===== src/rtl/irq_init_pkg.sv =====
// Shared types and field positions for the interrupt setup-word sequencer.
// Assumes 8-bit words and a 3-bit request level.
package irq_init_pkg;
    localparam int WORD_W = 8;
    localparam int LVL_W  = 3;

    // Field positions that the sequencer and the byte former both decode
    localparam int RESTART_BIT = 4;  // in a select-0 write: begins the sequence
    localparam int SINGLE_BIT  = 1;  // in the first word: 1 skips the third word
    localparam int NEED4_BIT   = 0;  // in the first word: 1 expects the fourth word
    localparam int STEP4_BIT   = 2;  // in the first word: 1 gives a 4-byte call spacing
    localparam int MODEV_BIT   = 0;  // in the fourth word: 1 selects vector-number mode

    typedef enum logic [2:0] {
        ST_IDLE,
        ST_W2,
        ST_W3,
        ST_W4,
        ST_LAST,
        ST_DONE
    } seq_state_t;

    function automatic logic is_restart(input logic sel, input logic [WORD_W-1:0] d);
        return (sel == 1'b0) && d[RESTART_BIT];
    endfunction
endpackage


===== src/rtl/irq_init_fsm.sv =====
// Setup-word sequencer. It stores the restart word and the following words
// in order, and skips the third and fourth words as the first word requests.
// Assumes that at most one write arrives per cycle (wr_en) and a synchronous
// active-low reset.
module irq_init_fsm
    import irq_init_pkg::*;
#(
    parameter int DW = WORD_W
) (
    input  logic          clk,
    input  logic          rst_n,
    input  logic          wr_en,
    input  logic          wr_sel,
    input  logic [DW-1:0] wr_data,
    output logic [DW-1:0] w1_q,
    output logic [DW-1:0] w2_q,
    output logic [DW-1:0] w3_q,
    output logic [DW-1:0] w4_q,
    output logic          done_q
);
    seq_state_t state_q;
    seq_state_t state_d;
    logic       restart;
    logic       data_wr;

    // Classify the current write
    always_comb begin
        restart = wr_en && is_restart(wr_sel, wr_data);
        data_wr = wr_en && wr_sel;
    end

    // Next-state decision, including the conditional skips
    always_comb begin
        state_d = state_q;
        if (restart) begin
            state_d = ST_W2;
        end else begin
            unique case (state_q)
                ST_W2: if (data_wr) begin
                    if (!w1_q[SINGLE_BIT])     state_d = ST_W3;
                    else if (w1_q[NEED4_BIT])  state_d = ST_W4;
                    else                       state_d = ST_LAST;
                end
                ST_W3: if (data_wr) begin
                    if (w1_q[NEED4_BIT])       state_d = ST_W4;
                    else                       state_d = ST_LAST;
                end
                ST_W4: if (data_wr)            state_d = ST_LAST;
                ST_LAST:                       state_d = ST_DONE;
                default:                       state_d = state_q;
            endcase
        end
    end

    // State register and completion flag
    always_ff @(posedge clk) begin
        if (!rst_n) begin
            state_q <= ST_IDLE;
            done_q  <= 1'b0;
        end else begin
            state_q <= state_d;
            done_q  <= (state_d == ST_DONE);
        end
    end

    // Store each accepted word; a restart clears the later words
    always_ff @(posedge clk) begin
        if (!rst_n) begin
            w1_q <= '0;
            w2_q <= '0;
            w3_q <= '0;
            w4_q <= '0;
        end else if (restart) begin
            w1_q <= wr_data;
            w2_q <= '0;
            w3_q <= '0;
            w4_q <= '0;
        end else if (data_wr) begin
            unique case (state_q)
                ST_W2:   w2_q <= wr_data;
                ST_W3:   w3_q <= wr_data;
                ST_W4:   w4_q <= wr_data;
                default: ;
            endcase
        end
    end


    restart_clears_chk: assert property (@(posedge clk) disable iff (!rst_n)
        restart |=> (!done_q && w2_q == '0 && w3_q == '0 && w4_q == '0));


    second_word_chk: assert property (@(posedge clk) disable iff (!rst_n)
        (state_q == ST_W2 && data_wr && !restart) |=> (w2_q == $past(wr_data)));


    ignored_after_done_chk: assert property (@(posedge clk) disable iff (!rst_n)
        (done_q && wr_en && !restart) |=>
            (done_q && $stable(w1_q) && $stable(w2_q) && $stable(w3_q) && $stable(w4_q)));


    done_late_chk: assert property (@(posedge clk) disable iff (!rst_n)
        (!$past(done_q) && done_q) |-> !$past(data_wr));
endmodule


===== src/rtl/irq_vec_form.sv =====
// Forms the call-address bytes and the vector number from the stored words
// and the request level. All outputs are held at zero until setup is complete.
// Assumes WORD_W is LVL_W plus at least 5 bits.
module irq_vec_form
    import irq_init_pkg::*;
#(
    parameter int DW = WORD_W,
    parameter int LW = LVL_W
) (
    input  logic [DW-1:0] w1,
    input  logic [DW-1:0] w2,
    input  logic [DW-1:0] w4,
    input  logic          done,
    input  logic [LW-1:0] level,
    output logic          mode_vec,
    output logic [DW-1:0] call_lo,
    output logic [DW-1:0] call_hi,
    output logic [DW-1:0] vec_num
);
    localparam int TOP8 = DW - LW - 3;  // base bits kept with 8-byte spacing
    localparam int TOP4 = DW - LW - 2;  // base bits kept with 4-byte spacing
    localparam int VTOP = DW - LW;      // high-word bits kept in the vector

    logic [DW-1:0] lo_step8;
    logic [DW-1:0] lo_step4;
    logic [DW-1:0] vec_raw;

    // Candidate bytes for both spacings and for the vector
    always_comb begin
        lo_step8 = {w1[DW-1 -: TOP8], level, 3'b000};
        lo_step4 = {w1[DW-1 -: TOP4], level, 2'b00};
        vec_raw  = {w2[DW-1 -: VTOP], level};
    end

    // Mode selection and gating by completion
    always_comb begin
        mode_vec = w4[MODEV_BIT];
        call_lo  = '0;
        call_hi  = '0;
        vec_num  = '0;
        if (done) begin
            if (mode_vec) begin
                vec_num = vec_raw;
            end else begin
                call_lo = w1[STEP4_BIT] ? lo_step4 : lo_step8;
                call_hi = w2;
            end
        end
    end


    step8_low_zero_chk: assert final (!(done && !mode_vec && !w1[STEP4_BIT]) || call_lo[2:0] == 3'b000);

    step4_low_zero_chk: assert final (!(done && !mode_vec && w1[STEP4_BIT]) || call_lo[1:0] == 2'b00);
endmodule


===== src/rtl/irq_init_seq.sv =====
// Top of the interrupt setup-word sequencer. It joins the word sequencer and
// the output byte former. Writes are sampled on the rising clock edge; the
// reset is synchronous and active low.
module irq_init_seq
    import irq_init_pkg::*;
#(
    parameter int DW = WORD_W,
    parameter int LW = LVL_W
) (
    input  logic          clk,
    input  logic          rst_n,
    input  logic          wr_en,
    input  logic          wr_sel,
    input  logic [DW-1:0] wr_data,
    input  logic [LW-1:0] req_level,
    output logic [DW-1:0] cfg_base,
    output logic [DW-1:0] cfg_high,
    output logic [DW-1:0] cfg_link,
    output logic [DW-1:0] cfg_opts,
    output logic          init_done,
    output logic          mode_vec,
    output logic [DW-1:0] call_lo,
    output logic [DW-1:0] call_hi,
    output logic [DW-1:0] vec_num
);
    irq_init_fsm #(.DW(DW)) i_fsm (
        .clk     (clk),
        .rst_n   (rst_n),
        .wr_en   (wr_en),
        .wr_sel  (wr_sel),
        .wr_data (wr_data),
        .w1_q    (cfg_base),
        .w2_q    (cfg_high),
        .w3_q    (cfg_link),
        .w4_q    (cfg_opts),
        .done_q  (init_done)
    );

    irq_vec_form #(.DW(DW), .LW(LW)) i_form (
        .w1       (cfg_base),
        .w2       (cfg_high),
        .w4       (cfg_opts),
        .done     (init_done),
        .level    (req_level),
        .mode_vec (mode_vec),
        .call_lo  (call_lo),
        .call_hi  (call_hi),
        .vec_num  (vec_num)
    );


    vector_level_chk: assert property (@(posedge clk) disable iff (!rst_n)
        (init_done && mode_vec) |-> (vec_num[LW-1:0] == req_level && call_hi == '0));


    quiet_before_done_chk: assert property (@(posedge clk) disable iff (!rst_n)
        !init_done |-> (call_lo == '0 && call_hi == '0 && vec_num == '0));


    link_skipped_chk: assert property (@(posedge clk) disable iff (!rst_n)
        cfg_base[SINGLE_BIT] |-> (cfg_link == '0));
endmodule


===== config.mk =====
export PLATFORM = sky130hd
export DESIGN_NAME = irq_init_seq
export DESIGN_NICKNAME = d
export VERILOG_FILES = /design/src/rtl/irq_init_pkg.sv /design/src/rtl/irq_init_fsm.sv /design/src/rtl/irq_vec_form.sv /design/src/rtl/irq_init_seq.sv
export SDC_FILE = /design/constraint.sdc
export NUM_CORES = 1
export LEC_CHECK = 0
export ABC_AREA = 1
export BUFFER_PORTS_ARGS = -buffer_cell sky130_fd_sc_hd__buf_4
export CAP_MARGIN = 40
export CORE_UTILIZATION = 42
export DETAILED_ROUTE_END_ITERATION = 10
export PLACE_DENSITY = 0.87
export SLEW_MARGIN = 30
export SYNTH_ARGS = -nofsm -noshare
export SYNTH_HDL_FRONTEND = slang
export SYNTH_HIERARCHICAL = 1
export SYNTH_SLANG_ARGS = --single-unit

===== constraint.sdc =====
create_clock -name clk -period 1 [get_ports clk]
set_input_delay 0.1 -clock clk [delete_from_list [all_inputs] [get_ports clk]]
set_output_delay 0.1 -clock clk [all_outputs]
set_load 0.01 [all_outputs]

**Word level (Yosys, flattened, before mapping)**

Cells that the tools add are included.

- Equality and inequality tests: 5
- Mux-type cells: 14
- Bitwise logic cells: 2
- Reductions and logical operators: 7

Operators with widths:

| operator | number |
|---|---|
| 2-to-1 mux 8 bit | 6 |
| 2-to-1 mux 3 bit | 6 |
| case mux 3 bit (4 select lines) | 1 |
| equality test 3 x 2 -> 1 bit (second input constant) | 2 |
| equality test 3 bit (second input constant) | 2 |
| 2-to-1 mux 6 bit | 1 |
| AND reduction 2 bit | 3 |
| equality test 3 x 1 -> 1 bit (second input constant) | 1 |
| logical AND 1 bit | 3 |
| inverter 1 bit | 2 |
| OR reduction 2 bit | 1 |

- Register bits after elaboration: 36
- Bits of input ports: 15
- Output and inout port bits: 58
- Logic and storage cells: 34

**Depth between registers and ports, before layout**

- Word-level depth: 6
- Gate-level depth with buffers: 10
- Gate-level depth less buffers: 10

**Hierarchy**

The synthesis kept the hierarchy.

By module, submodules not included:

| module | times used | cells an instance | area an instance (um2) | sequential area each (um2) |
|---|---|---|---|---|
| irq_init_fsm | 1 | 190 | 1,488.9 | 720.7 |
| irq_vec_form | 1 | 54 | 226.5 | 0.0 |

**Least setup slack after synthesis**

No wires, ideal clock.

- Kind: register to register
- From: register i_fsm.state_q[1]
- To: register i_fsm.done_q
- Setup time: 0.116 ns
- Arrival: 0.990 ns
- Required time: 0.884 ns
- Path slack: -0.106 ns
- Stages on the path, launching flop included: 10
- Cell sequence: dfxtp_1 nand2_4 nor2_2 nand2_1 nand2_1 nand2_1 nand2_1 nand2_2 nand2_1 nor2_1

- Cells in the longest elaborated chain, start to end: 4
- Elaborated cells on any way between the ends: 10
- Classes of those cells: eq/ne: 5; mux: 5

RTL lines:

| what | line | RTL |
|---|---|---|
| start, declared | irq_init_fsm.sv:21 | `seq_state_t state_q;` |
| start signal, assigned | irq_init_fsm.sv:61 | `state_q <= state_d;` |
| equality test 3 bit (tied with other cells) | irq_init_fsm.sv:38 | `unique case (state_q)` |
| case mux 3 bit (4 select lines) (*) | irq_init_fsm.sv:38 |  |
| 2-to-1 mux 3 bit (*) | irq_init_fsm.sv:35 | `if (restart) begin` |
| equality test 3 bit (*) | irq_init_fsm.sv:62 | `done_q <= (state_d == ST_DONE);` |
| end signal, assigned | irq_init_fsm.sv:62 |  |
| end, declared | irq_init_fsm.sv:19 | `output logic done_q` |

Every way passes the cells marked *; elsewhere a longest branch is shown, timed or not.
A chain may end at the register's enable or synchronous reset.

**Worst setup path after layout**

Ends and elaborated chain as after synthesis.

==> results.yml <==
outcome:
  status: "finished, violations left"
  violations: "negative setup slack"
pwr:
  p_sw_mw: 1.75
  clkPwrFrac_pct: 24.8
  power_frac_comb_pct: 37.3
  p_per_area_nw_per_um2: 1580
  p_leak_nw: 1.31
  ir_drop_uv: 1030
  total_power_mw: 4.55
  switching_share_pct: 38.3
  p_int_mw: 2.81
  seqPwrFrac_pct: 37.9
logic_synthesis:
  synth_edf_count: 0
  yosys.area.top_type: "dfxtp_1"
  ys_ff_latch: 36
  synth_area_sq_um: 1720
  synth_area_leaders: "dfxtp_1 42%, nand2_1 15%, nor2_1 9.2%, a21oi_1 5.3%, inv_1 5.3%"
  ys_seq_area_share_pct: 42.0
  netlist_instances: 244
  synth_top_cell_area_share_pct: 42.0
  synth-main-ff-cell: "dfxtp_1"
  synth_async_sr_flop_share_pct: 0
  avgSynthCellArea_sq_um: 7.03
  synth_commonest_cells: "67 x nand2_1, 42 x nor2_1, 36 x dfxtp_1"
  yosysWarnings: 6
  synth.distinct_cells: 25
  post-synth-top-count-cell: "nand2_1"
placed_design:
  io_buffers: 70
  dp_hpwl_mm: 3.38
  gp_congestion: 0.892
  place_ws_ns: -0.143
setup_path:
  crit_required_ns: 1.23
  r2r-end: "i_fsm/done_q"
  reg2reg_slack_ns: -0.29
  worst-r2r-cell-count: 9
  setup.worst_path.start_class: "register"
  rr_startpoint: "i_fsm/state_q[1]"
  critical_path.max_fanout: 4
  cp-end-kind: "register"
  crit_type: "register to register"
  arrival_ns: 1.52
detailed_routing:
  wire_per_inst_um: 16.6
  dr.pass1.iters: 4
  drtAntennaViolNets: 0
  num_vias: 2058
  via_per_inst: 5.32
  wl_mm: 6.42
  first_iter_violations: 139
  drc: 0
min_path:
  holdPathStages: 3
  hold_path.startpoint: "wr_data[5]"
  whs_endpoint: "i_fsm/w3_q[5]"
  hold_path.class: "input pin to register"
final_layout:
  n_antenna_cell: 0
  drive_gt1_share_pct: 56.6
  num-nets-final: 353
  synthToLayoutAreaGrowth_pct: 68.5
  final_util_pct: 76.1
clocking:
  cts_buffer_depth: 2
  htreeDepth: 2
  cts_sinks: 36
  clk-insertion-delay-late_ns: 0.29
  clk_root_buffer_cell: "clkbuf_8"
  clkSlewWorstSetupHoldPaths_ns: 0.08
  numCtsBuffers: 5
  hold_buffers: 0
  cts_tree: "built"
floorplan:
  row_count: 22
  die-width_um: 65.9
  dieArea_sq_um: 4340
  pin_count: 73
  start_util_pct: 45.2
  die_h_um: 65.9
  coreArea_sq_um: 3800
sta:
  layout_setup_ws_ns: -0.294
  finalSetupViolCount: 52
  rsz0062_at_grt: "true"
  hold_viol_final: 0
  drv_slew: 0
  setup_tns_ns: -9.59
  min_period_ns: 1.29
  skew_ns: 0.00762
  post-route-period-util_pct: 129
  fmax_ghz: 0.773
grt:
  grt_pass1_wl_mm: 8.52
  antenna_found_initial: 0
  overflow: 0
  first_global_vias: 1877
  grtUsageTotal_pct: 25.8
  grt_max_degree: 25
run:
  maxCapViolCount: 0
## power by group through the flow
stage | Sequential (mW) | Combinational (mW) | Clock, mW
2_1_floorplan | 1.68 | 0.722 | 0
3_3_place_gp | 1.67 | 1.02 | 0
3_5_place_dp | 1.67 | 1.05 | 0
4_1_cts | 1.68 | 1.29 | 1.12
5_1_grt | 1.74 | 1.80 | 1.20
6_report | 1.73 | 1.70 | 1.13
## how the worst max path moves through the flow
stage                     slack, ns      endpoint              from  cells after the start
after global placement        -0.08  i_fsm/done_q  i_fsm/state_q[2]                     10
after floorplan               -0.05  i_fsm/done_q  i_fsm/state_q[2]                     10
after detailed placement      -0.14  i_fsm/done_q  i_fsm/state_q[2]                     10
after CTS                     -0.21    call_lo[4]      i_fsm/done_q                      5
final                         -0.29  i_fsm/done_q  i_fsm/state_q[1]                      9
after global routing          -0.34  i_fsm/done_q  i_fsm/state_q[1]                      9
## cell usage in the layout (no fill, tap or decap), types with 4 or more instances in the layout
master | Yosys | routed
clkbuf_8 | 0 | 6
nor2_2 | 3 | 10
nand2_1 | 67 | 42
inv_2 | 3 | 4
nand2_2 | 3 | 18
a21oi_2 | 7 | 17
a21oi_1 | 18 | 8
buf_6 | 1 | 8
o21ai_0 | 9 | 8
inv_1 | 24 | 20
nand2_4 | 4 | 14
dfxtp_4 | 0 | 6
dfxtp_1 | 36 | 28
nor2_1 | 42 | 31
nand3_1 | 4 | 4
nor2_4 | 2 | 6
buf_4 | 5 | 78
nand2_8 | 0 | 4
## logic make-up after synthesis
logic type / Yosys count / synth area share [%]
flops: 36 / 42.0
other cells: 1 / 0.219
compound gates: 38 / 14.1
buf+inv: 40 / 10.9
simple gates: 129 / 32.7
## sequential cells by signal (all words and copies together) (netlist names)
name / flops
i_fsm/done_q: 1
i_fsm/state_q: 3
i_fsm/w1_q: 8
i_fsm/w2_q: 8
i_fsm/w3_q: 8
i_fsm/w4_q: 8
## through the flow
step	hold WS, ns	instances	cell area [sq um]
floorplan	0.243	245	1730
global placement	0.389	364	2340
detailed placement	0.395	364	2340
CTS	0.0738	384	2640
global route	0.0919	387	2890
finish	0.0965	387	2890
## repair_timing
action / CTS / global route
setup endpoints to repair: 51 / 53
cloned: 7 / 0
buffers inserted: 5 / 4
resized for setup: 45 / 64
pin swaps: 12 / 20
hold endpoints to repair: 0 / 0
## final cells by class
cell class                      instances  area [sq um]
Timing Repair Buffer                   87           696
Timing Repair inverter                  3          33.8
Clock buffer                            6          82.6
Fill cell                             253           908
Clock inverter                          2          13.8
Multi-Input combinational cell        173          1090
Inverter                               32           165
Sequential cell                        36           746
Tap cell                               48          60.1
## layer usage
| layer | share of wire (%) | vias up | global-route usage (%) |
|---|---|---|---|
| met4 | 3.9 | 0 | 10.9 |
| met5 | 0 | - | 0 |
| met3 | 8.4 | 30 | 5.86 |
| met1 | 37 | 957 | 28.6 |
| met2 | 51 | 129 | 46.6 |
| li1 | - | 942 | - |
## worst max-delay path, stage by stage (launching register included)
cell and delay [ns]:
dfxtp_4 0.39, inv_1 0.16, nand3_2 0.12, nand3_1 0.10
nand2_1 0.08, inv_1 0.10, nand2_2 0.06, nand2_2 0.07
nand2_2 0.05, nor2_1 0.10
(Power assumes the default switching activity.)
